## src/rtl/pid_match_pkg.sv

```systemverilog
// Package: shared permission type and grant encoding for the matcher.
// Assumes a three-bit mask ordered {execute, read, write}.
package pid_match_pkg;
    typedef logic [2:0] perm_t;

    localparam perm_t PERM_NONE = 3'b000;
    localparam perm_t PERM_RX   = 3'b110;
    localparam perm_t PERM_RWX  = 3'b111;

    // Grant for a matching candidate, given its write-disable bit.
    function automatic perm_t grant_of(input logic wr_disable);
        return wr_disable ? PERM_RX : PERM_RWX;
    endfunction
endpackage

```

## src/rtl/pid_reg_file.sv

```systemverilog
// Module: storage for the protection-identifier registers.
// One register is written per cycle. Synchronous active-low reset clears all registers.
// The contents are exported flat, with register 0 in the lowest bits.
module pid_reg_file #(
    parameter int NUM_REGS = 4,
    parameter int REG_W    = 64,
    localparam int IDX_W   = (NUM_REGS > 1) ? $clog2(NUM_REGS) : 1
) (
    input  logic                      clk,
    input  logic                      rst_n,
    input  logic                      wr_en,
    input  logic [IDX_W-1:0]          wr_idx,
    input  logic [REG_W-1:0]          wr_data,
    output logic [NUM_REGS*REG_W-1:0] regs_flat
);
    logic [REG_W-1:0] pid_q [NUM_REGS];

    // Reset clear and single-register write.
    always_ff @(posedge clk) begin
        if (!rst_n) begin
            for (int i = 0; i < NUM_REGS; i++) pid_q[i] <= '0;
        end else if (wr_en) begin
            pid_q[wr_idx] <= wr_data;
        end
    end

    for (genvar g = 0; g < NUM_REGS; g++) begin : g_flat
        assign regs_flat[g*REG_W +: REG_W] = pid_q[g];
    end

    AST_RESET_CLEARS: assert property (@(posedge clk)
        !rst_n |=> (regs_flat == '0));

    AST_WRITE_LANDS: assert property (@(posedge clk) disable iff (!rst_n)
        wr_en |=> (pid_q[$past(wr_idx)] == $past(wr_data)));
endmodule

```

## src/rtl/pid_candidate_cmp.sv

```systemverilog
// Module: compares one 32-bit candidate word against the access identifier.
// Bits CMP_W:1 of the candidate hold the identifier. Bit 0 is the write-disable flag.
// Assumes ACC_W > CMP_W and HALF_W > CMP_W + 1.
module pid_candidate_cmp
    import pid_match_pkg::*;
#(
    parameter int HALF_W = 32,
    parameter int CMP_W  = 16,
    parameter int ACC_W  = 32
) (
    input  logic [HALF_W-1:0] cand,
    input  logic [ACC_W-1:0]  access_id,
    input  logic              enable,
    output logic              hit,
    output perm_t             grant
);
    logic unused_bits;

    // Identifier field compare, gated by the candidate enable.
    always_comb begin
        hit   = enable && (cand[CMP_W:1] == access_id[CMP_W-1:0]);
        grant = grant_of(cand[0]);
    end

    assign unused_bits = ^{cand[HALF_W-1:CMP_W+1], access_id[ACC_W-1:CMP_W]};
endmodule

```

## src/rtl/pid_priority_sel.sv

```systemverilog
// Module: first-match selector. The lowest-numbered hit wins.
// Candidate index order is the search order.
module pid_priority_sel
    import pid_match_pkg::*;
#(
    parameter int NUM_CAND = 8,
    localparam int SEL_W   = (NUM_CAND > 1) ? $clog2(NUM_CAND) : 1
) (
    input  logic [NUM_CAND-1:0]   hit_vec,
    input  logic [3*NUM_CAND-1:0] grant_flat,
    output perm_t                 mask,
    output logic                  any_hit,
    output logic [SEL_W-1:0]      sel_idx
);
    // Scan in search order and keep the first hit.
    always_comb begin
        mask    = PERM_NONE;
        any_hit = 1'b0;
        sel_idx = '0;
        for (int i = 0; i < NUM_CAND; i++) begin
            if (hit_vec[i] && !any_hit) begin
                any_hit = 1'b1;
                mask    = grant_flat[3*i +: 3];
                sel_idx = SEL_W'(i);
            end
        end
    end
endmodule

```

## src/rtl/pid_match_unit.sv

```systemverilog
// Module: top of the protection-identifier matcher.
// Builds two candidates per register, with the low word first. High words are enabled only in wide mode.
// Selects the first hit and optionally registers the result.
// Assumes REG_W == 2*HALF_W.
module pid_match_unit
    import pid_match_pkg::*;
#(
    parameter int NUM_REGS = 4,
    parameter int REG_W    = 64,
    parameter int CMP_W    = 16,
    parameter int ACC_W    = 32,
    parameter bit OUT_REG  = 1'b1,
    localparam int HALF_W   = REG_W / 2,
    localparam int NUM_CAND = 2 * NUM_REGS,
    localparam int IDX_W    = (NUM_REGS > 1) ? $clog2(NUM_REGS) : 1,
    localparam int SEL_W    = (NUM_CAND > 1) ? $clog2(NUM_CAND) : 1
) (
    input  logic             clk,
    input  logic             rst_n,
    input  logic             wr_en,
    input  logic [IDX_W-1:0] wr_idx,
    input  logic [REG_W-1:0] wr_data,
    input  logic             req_valid,
    input  logic             wide_mode,
    input  logic [ACC_W-1:0] access_id,
    output logic             out_valid,
    output logic [2:0]       out_perm
);
    logic [NUM_REGS*REG_W-1:0] regs_flat;
    logic [NUM_CAND-1:0]       hit_vec;
    logic [3*NUM_CAND-1:0]     grant_flat;
    perm_t                     sel_mask;
    logic                      any_hit;
    logic [SEL_W-1:0]          sel_idx;

    pid_reg_file #(.NUM_REGS(NUM_REGS), .REG_W(REG_W)) u_regs (
        .clk(clk), .rst_n(rst_n), .wr_en(wr_en), .wr_idx(wr_idx),
        .wr_data(wr_data), .regs_flat(regs_flat)
    );

    // Candidate k = 2*reg + half, which is also the search order.
    for (genvar r = 0; r < NUM_REGS; r++) begin : g_reg
        for (genvar h = 0; h < 2; h++) begin : g_half
            localparam int K = 2*r + h;
            perm_t g_grant;
            pid_candidate_cmp #(.HALF_W(HALF_W), .CMP_W(CMP_W), .ACC_W(ACC_W)) u_cmp (
                .cand(regs_flat[r*REG_W + h*HALF_W +: HALF_W]),
                .access_id(access_id),
                .enable((h == 0) ? 1'b1 : wide_mode),
                .hit(hit_vec[K]),
                .grant(g_grant)
            );
            assign grant_flat[3*K +: 3] = g_grant;
        end
    end

    pid_priority_sel #(.NUM_CAND(NUM_CAND)) u_sel (
        .hit_vec(hit_vec), .grant_flat(grant_flat),
        .mask(sel_mask), .any_hit(any_hit), .sel_idx(sel_idx)
    );

    if (OUT_REG) begin : g_oreg
        // One-cycle result stage; the mask is zero when there is no request.
        always_ff @(posedge clk) begin
            if (!rst_n) begin
                out_valid <= 1'b0;
                out_perm  <= PERM_NONE;
            end else begin
                out_valid <= req_valid;
                out_perm  <= req_valid ? sel_mask : PERM_NONE;
            end
        end

        AST_VALID_DELAY: assert property (@(posedge clk) disable iff (!rst_n)
            $past(rst_n) |-> (out_valid == $past(req_valid)));
    end else begin : g_comb
        // Pass-through variant with no added latency.
        always_comb begin
            out_valid = req_valid;
            out_perm  = req_valid ? sel_mask : PERM_NONE;
        end
    end

    AST_NO_HIT_ZERO: assert property (@(posedge clk) disable iff (!rst_n)
        !any_hit |-> (sel_mask == PERM_NONE));

    AST_NARROW_LOW_ONLY: assert property (@(posedge clk) disable iff (!rst_n)
        (!wide_mode && any_hit) |-> (sel_idx[0] == 1'b0));

    AST_LEGAL_MASK: assert property (@(posedge clk) disable iff (!rst_n)
        (out_perm == PERM_NONE) || (out_perm == PERM_RX) || (out_perm == PERM_RWX));

    AST_IDLE_ZERO: assert property (@(posedge clk) disable iff (!rst_n)
        !out_valid |-> (out_perm == PERM_NONE));
endmodule

```

## config.mk

```make
export PLATFORM = sky130hd
export DESIGN_NAME = pid_match_unit
export DESIGN_NICKNAME = d
export VERILOG_FILES = /design/src/rtl/pid_match_pkg.sv /design/src/rtl/pid_reg_file.sv /design/src/rtl/pid_candidate_cmp.sv /design/src/rtl/pid_priority_sel.sv /design/src/rtl/pid_match_unit.sv
export SDC_FILE = /design/constraint.sdc
export NUM_CORES = 1
export LEC_CHECK = 0
export BUFFER_PORTS_ARGS = -buffer_cell sky130_fd_sc_hd__buf_2
export CORE_MARGIN = 1.5
export CORE_UTILIZATION = 60
export DETAILED_ROUTE_END_ITERATION = 10
export PLACE_DENSITY_LB_ADDON = 0.15
export SLEW_MARGIN = 20
export SYNTH_ARGS = -nofsm -noshare
export SYNTH_HDL_FRONTEND = slang
export SYNTH_HIERARCHICAL = 1
export SYNTH_SLANG_ARGS = --single-unit
```

## constraint.sdc

```tcl
create_clock -name clk -period 9.1 [get_ports clk]
set_input_delay 1.82 -clock clk [delete_from_list [all_inputs] [get_ports clk]]
set_output_delay 1.82 -clock clk [all_outputs]
set_load 0.05 [all_outputs]
```

# Word-level counts from Yosys, hierarchy flattened

Memory sizes are Yosys's and may differ from the RTL's.
Index checks and enable logic that the tools add are counted.

Register bits: 4
Latch bits: 0
Bits in writable memories: 256
Memory bits (read-only): 0
Input port bits: 103
Output and inout port bits: 4
Logic and storage cells: 61
Memories kept: 1

Add/sub/neg operators: 0
Multipliers: 0
Divide/modulo/power cells: 0
Magnitude comparators: 0
Eq/ne operators: 8
Shifts and indexed selects: 0
Muxes and demuxes: 30
Bitwise operators: 0
Reductions and logical operators: 20

Memory list:

| name         | words | bits a word | rd ports | clocked after Yosys merged registers in | wr ports | RTL line           | RTL |
|---|---|---|---|---|---|---|---|
| u_regs.pid_q | 4     | 64          | 4        | 0                                       | 4        | pid_reg_file.sv:16 | `logic [REG_W-1:0] pid_q [NUM_REGS];` |

Operators with widths:

| operator            | number |
|---|---|
| $eq A16 B16 Y1      | 8 |
| $mux W64            | 1 |
| $reduce_or A64 Y1   | 1 |
| $mux W3             | 8 |
| $mux W1             | 20 |
| $logic_and A1 B1 Y1 | 11 |
| $logic_not A1 Y1    | 7 |
| $mux W2             | 1 |
| $reduce_and A2 Y1   | 1 |

# Logic depth before layout (Yosys ltp)

An unclocked memory read counts as a cell.

Depth in word-level cells: 24
Mapped depth: 9
Mapped depth without buffers: 9

# Modules after synthesis

Netlist, hierarchy kept.

By module, submodules not included:

| module            | instances | cells each | area each (um2) | seq. area each (um2) |
|---|---|---|---|---|
| pid_reg_file      | 1         | 562        | 9,648.0         | 7,687.4 |
| pid_candidate_cmp | 8         | 26         | 203.9           | 0.0 |
| pid_priority_sel  | 1         | 37         | 256.5           | 0.0 |
| pid_match_unit    | 1         | 9          | 110.1           | 80.1 |

# Least setup slack after synthesis

Ideal clock, no wire load.

Path kind: in2reg
Start point: input wr_en
End point: memory u_regs.pid_q[0][0] (enable)
Library setup time: 581 ps
Arrival: 6,775 ps
Data required time: 8,519 ps
Slack: 1,744 ps
Stages: 3
Path buffers: 1
Cell sequence: buf_2 -> inv_1 -> o31ai_1

RTL lines:

| item            | RTL line             | RTL |
|---|---|---|
| start, declared | pid_match_unit.sv:20 | `input logic wr_en,` |
| end, declared   | pid_reg_file.sv:16   |  |

# Final worst setup path

Start point: input access_id[13]
End point: register out_perm[2]

Elaborated cells on any way between the ends: 41
Classes of those cells: 8 x eq/ne; 15 x mux; 18 x reduce/logical

RTL lines:

| item                    | RTL line                | RTL |
|---|---|---|
| start, declared         | pid_match_unit.sv:25    | `input logic [ACC_W-1:0] access_id,` |
| $eq A16 B16 Y1 (*)      | pid_candidate_cmp.sv:21 | `hit = enable && (cand[CMP_W:1] == access_id[CMP_W-1:0]);` |
| net hit_vec[2]          | pid_match_unit.sv:30    | `logic [NUM_CAND-1:0] hit_vec;` |
| $logic_and A1 B1 Y1 (*) | pid_priority_sel.sv:21  | `if (hit_vec[i] && !any_hit) begin` |
| $mux W1                 | pid_priority_sel.sv:21  |  |
| $logic_not A1 Y1        | pid_priority_sel.sv:21  |  |
| $logic_and A1 B1 Y1     | pid_priority_sel.sv:21  |  |
| $mux W1                 | pid_priority_sel.sv:21  |  |
| $logic_not A1 Y1        | pid_priority_sel.sv:21  |  |
| [4 not listed]          | n/a                     |  |
| $mux W1                 | pid_priority_sel.sv:21  |  |
| $logic_not A1 Y1        | pid_priority_sel.sv:21  |  |
| $logic_and A1 B1 Y1     | pid_priority_sel.sv:21  |  |
| $mux W1                 | pid_priority_sel.sv:21  |  |
| $logic_not A1 Y1        | pid_priority_sel.sv:21  |  |
| $logic_and A1 B1 Y1     | pid_priority_sel.sv:21  |  |
| $mux W3 (*)             | pid_priority_sel.sv:21  |  |
| net sel_mask[2]         | pid_match_unit.sv:32    | `perm_t sel_mask;` |
| end signal, assigned    | pid_match_unit.sv:70    | `out_perm <= req_valid ? sel_mask : PERM_NONE;` |
| end, declared           | pid_match_unit.sv:27    | `output logic [2:0] out_perm` |

The timed path passes the listed nets; every way through them passes the cells marked *.
A chain may end at the register's enable or synchronous reset.

==> impl_metrics.env <==
export IMPL_fin_cells=761
export IMPL_layout_commonest_cell="edfxtp_1"
export IMPL_layout_setup_ws_ns=4.961
export IMPL_post_cts_setup_buffers=0
export IMPL_grt_pass1_wl_um=23260
export IMPL_syn_inst=554
export IMPL_hp_class="reg -> reg"
export IMPL_layout_drive_gt1_share=0.1699
export IMPL_cp_end_kind="register"
export IMPL_max_slew_margin_rel=0.4097
export IMPL_crit_type="in -> reg"
export IMPL_drtAntennaViolNets=0
export IMPL_die_x_um=112.4
export IMPL_grtUsageTotal=0.2517
export IMPL_vdd_drop_max_uv=129.7
export IMPL_place_ws_ns=4.572
export IMPL_ioPinCount=107
export IMPL_finalSetupTns_ns=0
export IMPL_p_leak_nw=3.018
export IMPL_worst_r2r_path_depth=9
export IMPL_drv_cap=0
export IMPL_final_cell_mix="edfxtp_1 (136), and2_1 (102), xnor2_1 (96), buf_2 (60), and3_1 (37)"
export IMPL_n_fill_cell=818
export IMPL_wl_met1_um=6412
export IMPL_hold_violations=0
export IMPL_core_mm2=0.01152
export IMPL_worst_hold_slack_ns=0.6822
export IMPL_min_from="u_regs/pid_q[0][0]"
export IMPL_dp_hpwl_um=9643
export IMPL_drt_wl_total_um=14820
export IMPL_drt_drc_violations_left=1
export IMPL_start_util=0.6230
export IMPL_cp_arrival_ns=4.45
export IMPL_die_height_um=112.4
export IMPL_cp_data_required_time_ns=9.41
export IMPL_grt_max_degree=46
export IMPL_min_period_over_period=0.4548
export IMPL_tritoncts="built"
export IMPL_fin_crit_ns=4.139
export IMPL_dieArea_mm2=0.01262
export IMPL_synth_area_mm2=0.007174
export IMPL_antenna_found_initial=0
export IMPL_ys_warn_count=6
export IMPL_drv_slew=0
export IMPL_clkTransAtPathRegs_ns=0.05
export IMPL_syn_avg_cell_area_um2=12.95
export IMPL_port_buffer_count=60
export IMPL_insertion_delay_ns=0.42
export IMPL_drt_iter0_drc=350
export IMPL_cts_hold_repair_buffers=0
export IMPL_viasPerCell=5.499
export IMPL_htreeDepth=4
export IMPL_hold_path_depth=3
export IMPL_firstDrtPassIters=10
export IMPL_r2r_end="out_perm[2]"
export IMPL_grt_pass1_vias=4421
export IMPL_diodes=0
export IMPL_placed_area_mm2=0.007428
export IMPL_num_vias=4185
export IMPL_max_freq_mhz=241.6
export IMPL_tightest_slew_ns=0.8854
export IMPL_path_max_fanout=8
export IMPL_start_kind="input pin"
export IMPL_r2r_start="u_regs/pid_q[1][14]"
export IMPL_met2_length_um=7315
export IMPL_row_count=39
export IMPL_cellPowerDensity_mw_per_mm2=199.9
export IMPL_place_inst=729
export IMPL_nets=708
export IMPL_syn_to_final_growth_pct=11.41
export IMPL_overflow=0
export IMPL_place_congestion=0.7629
export IMPL_status="finished, violations left"
export IMPL_post_cts_resized=0
export IMPL_setup_violations=0
export IMPL_cts_max_path_buffers=2
export IMPL_fin_area_mm2=0.007993
export IMPL_rsz0062_at_grt="false"
export IMPL_cts_root_buf="clkbuf_16"
export IMPL_cts_buffers=17
export IMPL_r2r_slack_ns=6.21
export IMPL_hold_end="out_perm[0]"
export IMPL_violations="design-rule violations"
export IMPL_wl_met3_um=931
export IMPL_cts_sinks=140
export IMPL_top_layer="met4"
export IMPL_post_drt_wl_per_cell_um=19.48
export IMPL_skew_ns=0.005249
## where the power goes
part	internal (mW)	total (mW)	switching [mW]	leakage (nW)
combinational	0.0637	0.151	0.0868	1.37
clock	0.423	0.667	0.244	0.277
sequential	0.760	0.781	0.0208	1.37
total	1.25	1.60	0.351	3.02
## stage by stage
step | utilization | power [mW]
CTS | 0.6940 | 1.603
global route | 0.6940 | 1.645
floorplan | - | 0.8910
global placement | 0.6450 | 0.9363
finish | 0.6940 | 1.598
detailed placement | 0.6450 | 0.9439
## layer usage
metal	track usage	vias up
met2	0.4245	145
met5	0	-
met4	0.08608	0
met1	0.3299	2016
li1	-	2009
met3	0.04968	15
## sequential cells by signal (all words and copies together), names as in the netlist
| name | flops |
|---|---|
| out_valid | 1 |
| u_regs/pid_q | 136 |
| out_perm | 3 |
## worst max path at each step
stage | from | endpoint | cells past startpoint
3_5_place_dp | access_id[13] | out_perm[2] | 10
3_3_place_gp | access_id[13] | out_perm[0] | 10
6_report | access_id[13] | out_perm[2] | 10
5_1_grt | access_id[13] | out_perm[2] | 10
2_1_floorplan | wr_idx[0] | u_regs/pid_q[0][0] | 2
4_1_cts | access_id[13] | out_perm[2] | 10
## area by class of cell
| type | instances | area, µm² | area share |
|---|---|---|---|
| Clock buffer | 20 | 436.7 | 0.05463 |
| Clock inverter | 12 | 127.6 | 0.01597 |
| Inverter | 11 | 41.29 | 0.005166 |
| Multi-Input combinational cell | 369 | 2699 | 0.3377 |
| Sequential cell | 140 | 4164 | 0.5210 |
| Tap cell | 143 | 178.9 | 0.02239 |
| Timing Repair Buffer | 66 | 345.3 | 0.04321 |
## critical path, stage by stage
cell      delay (ns)
buf_2           0.19
xor2_1          0.20
nor4_1          0.44
nand4_1         0.21
nor4_2          0.56
nor2b_1         0.16
a221oi_1        0.35
o32ai_1         0.17
a21o_1          0.18
and3_1          0.17
Note: power is estimated with default switching activity, not from simulation.
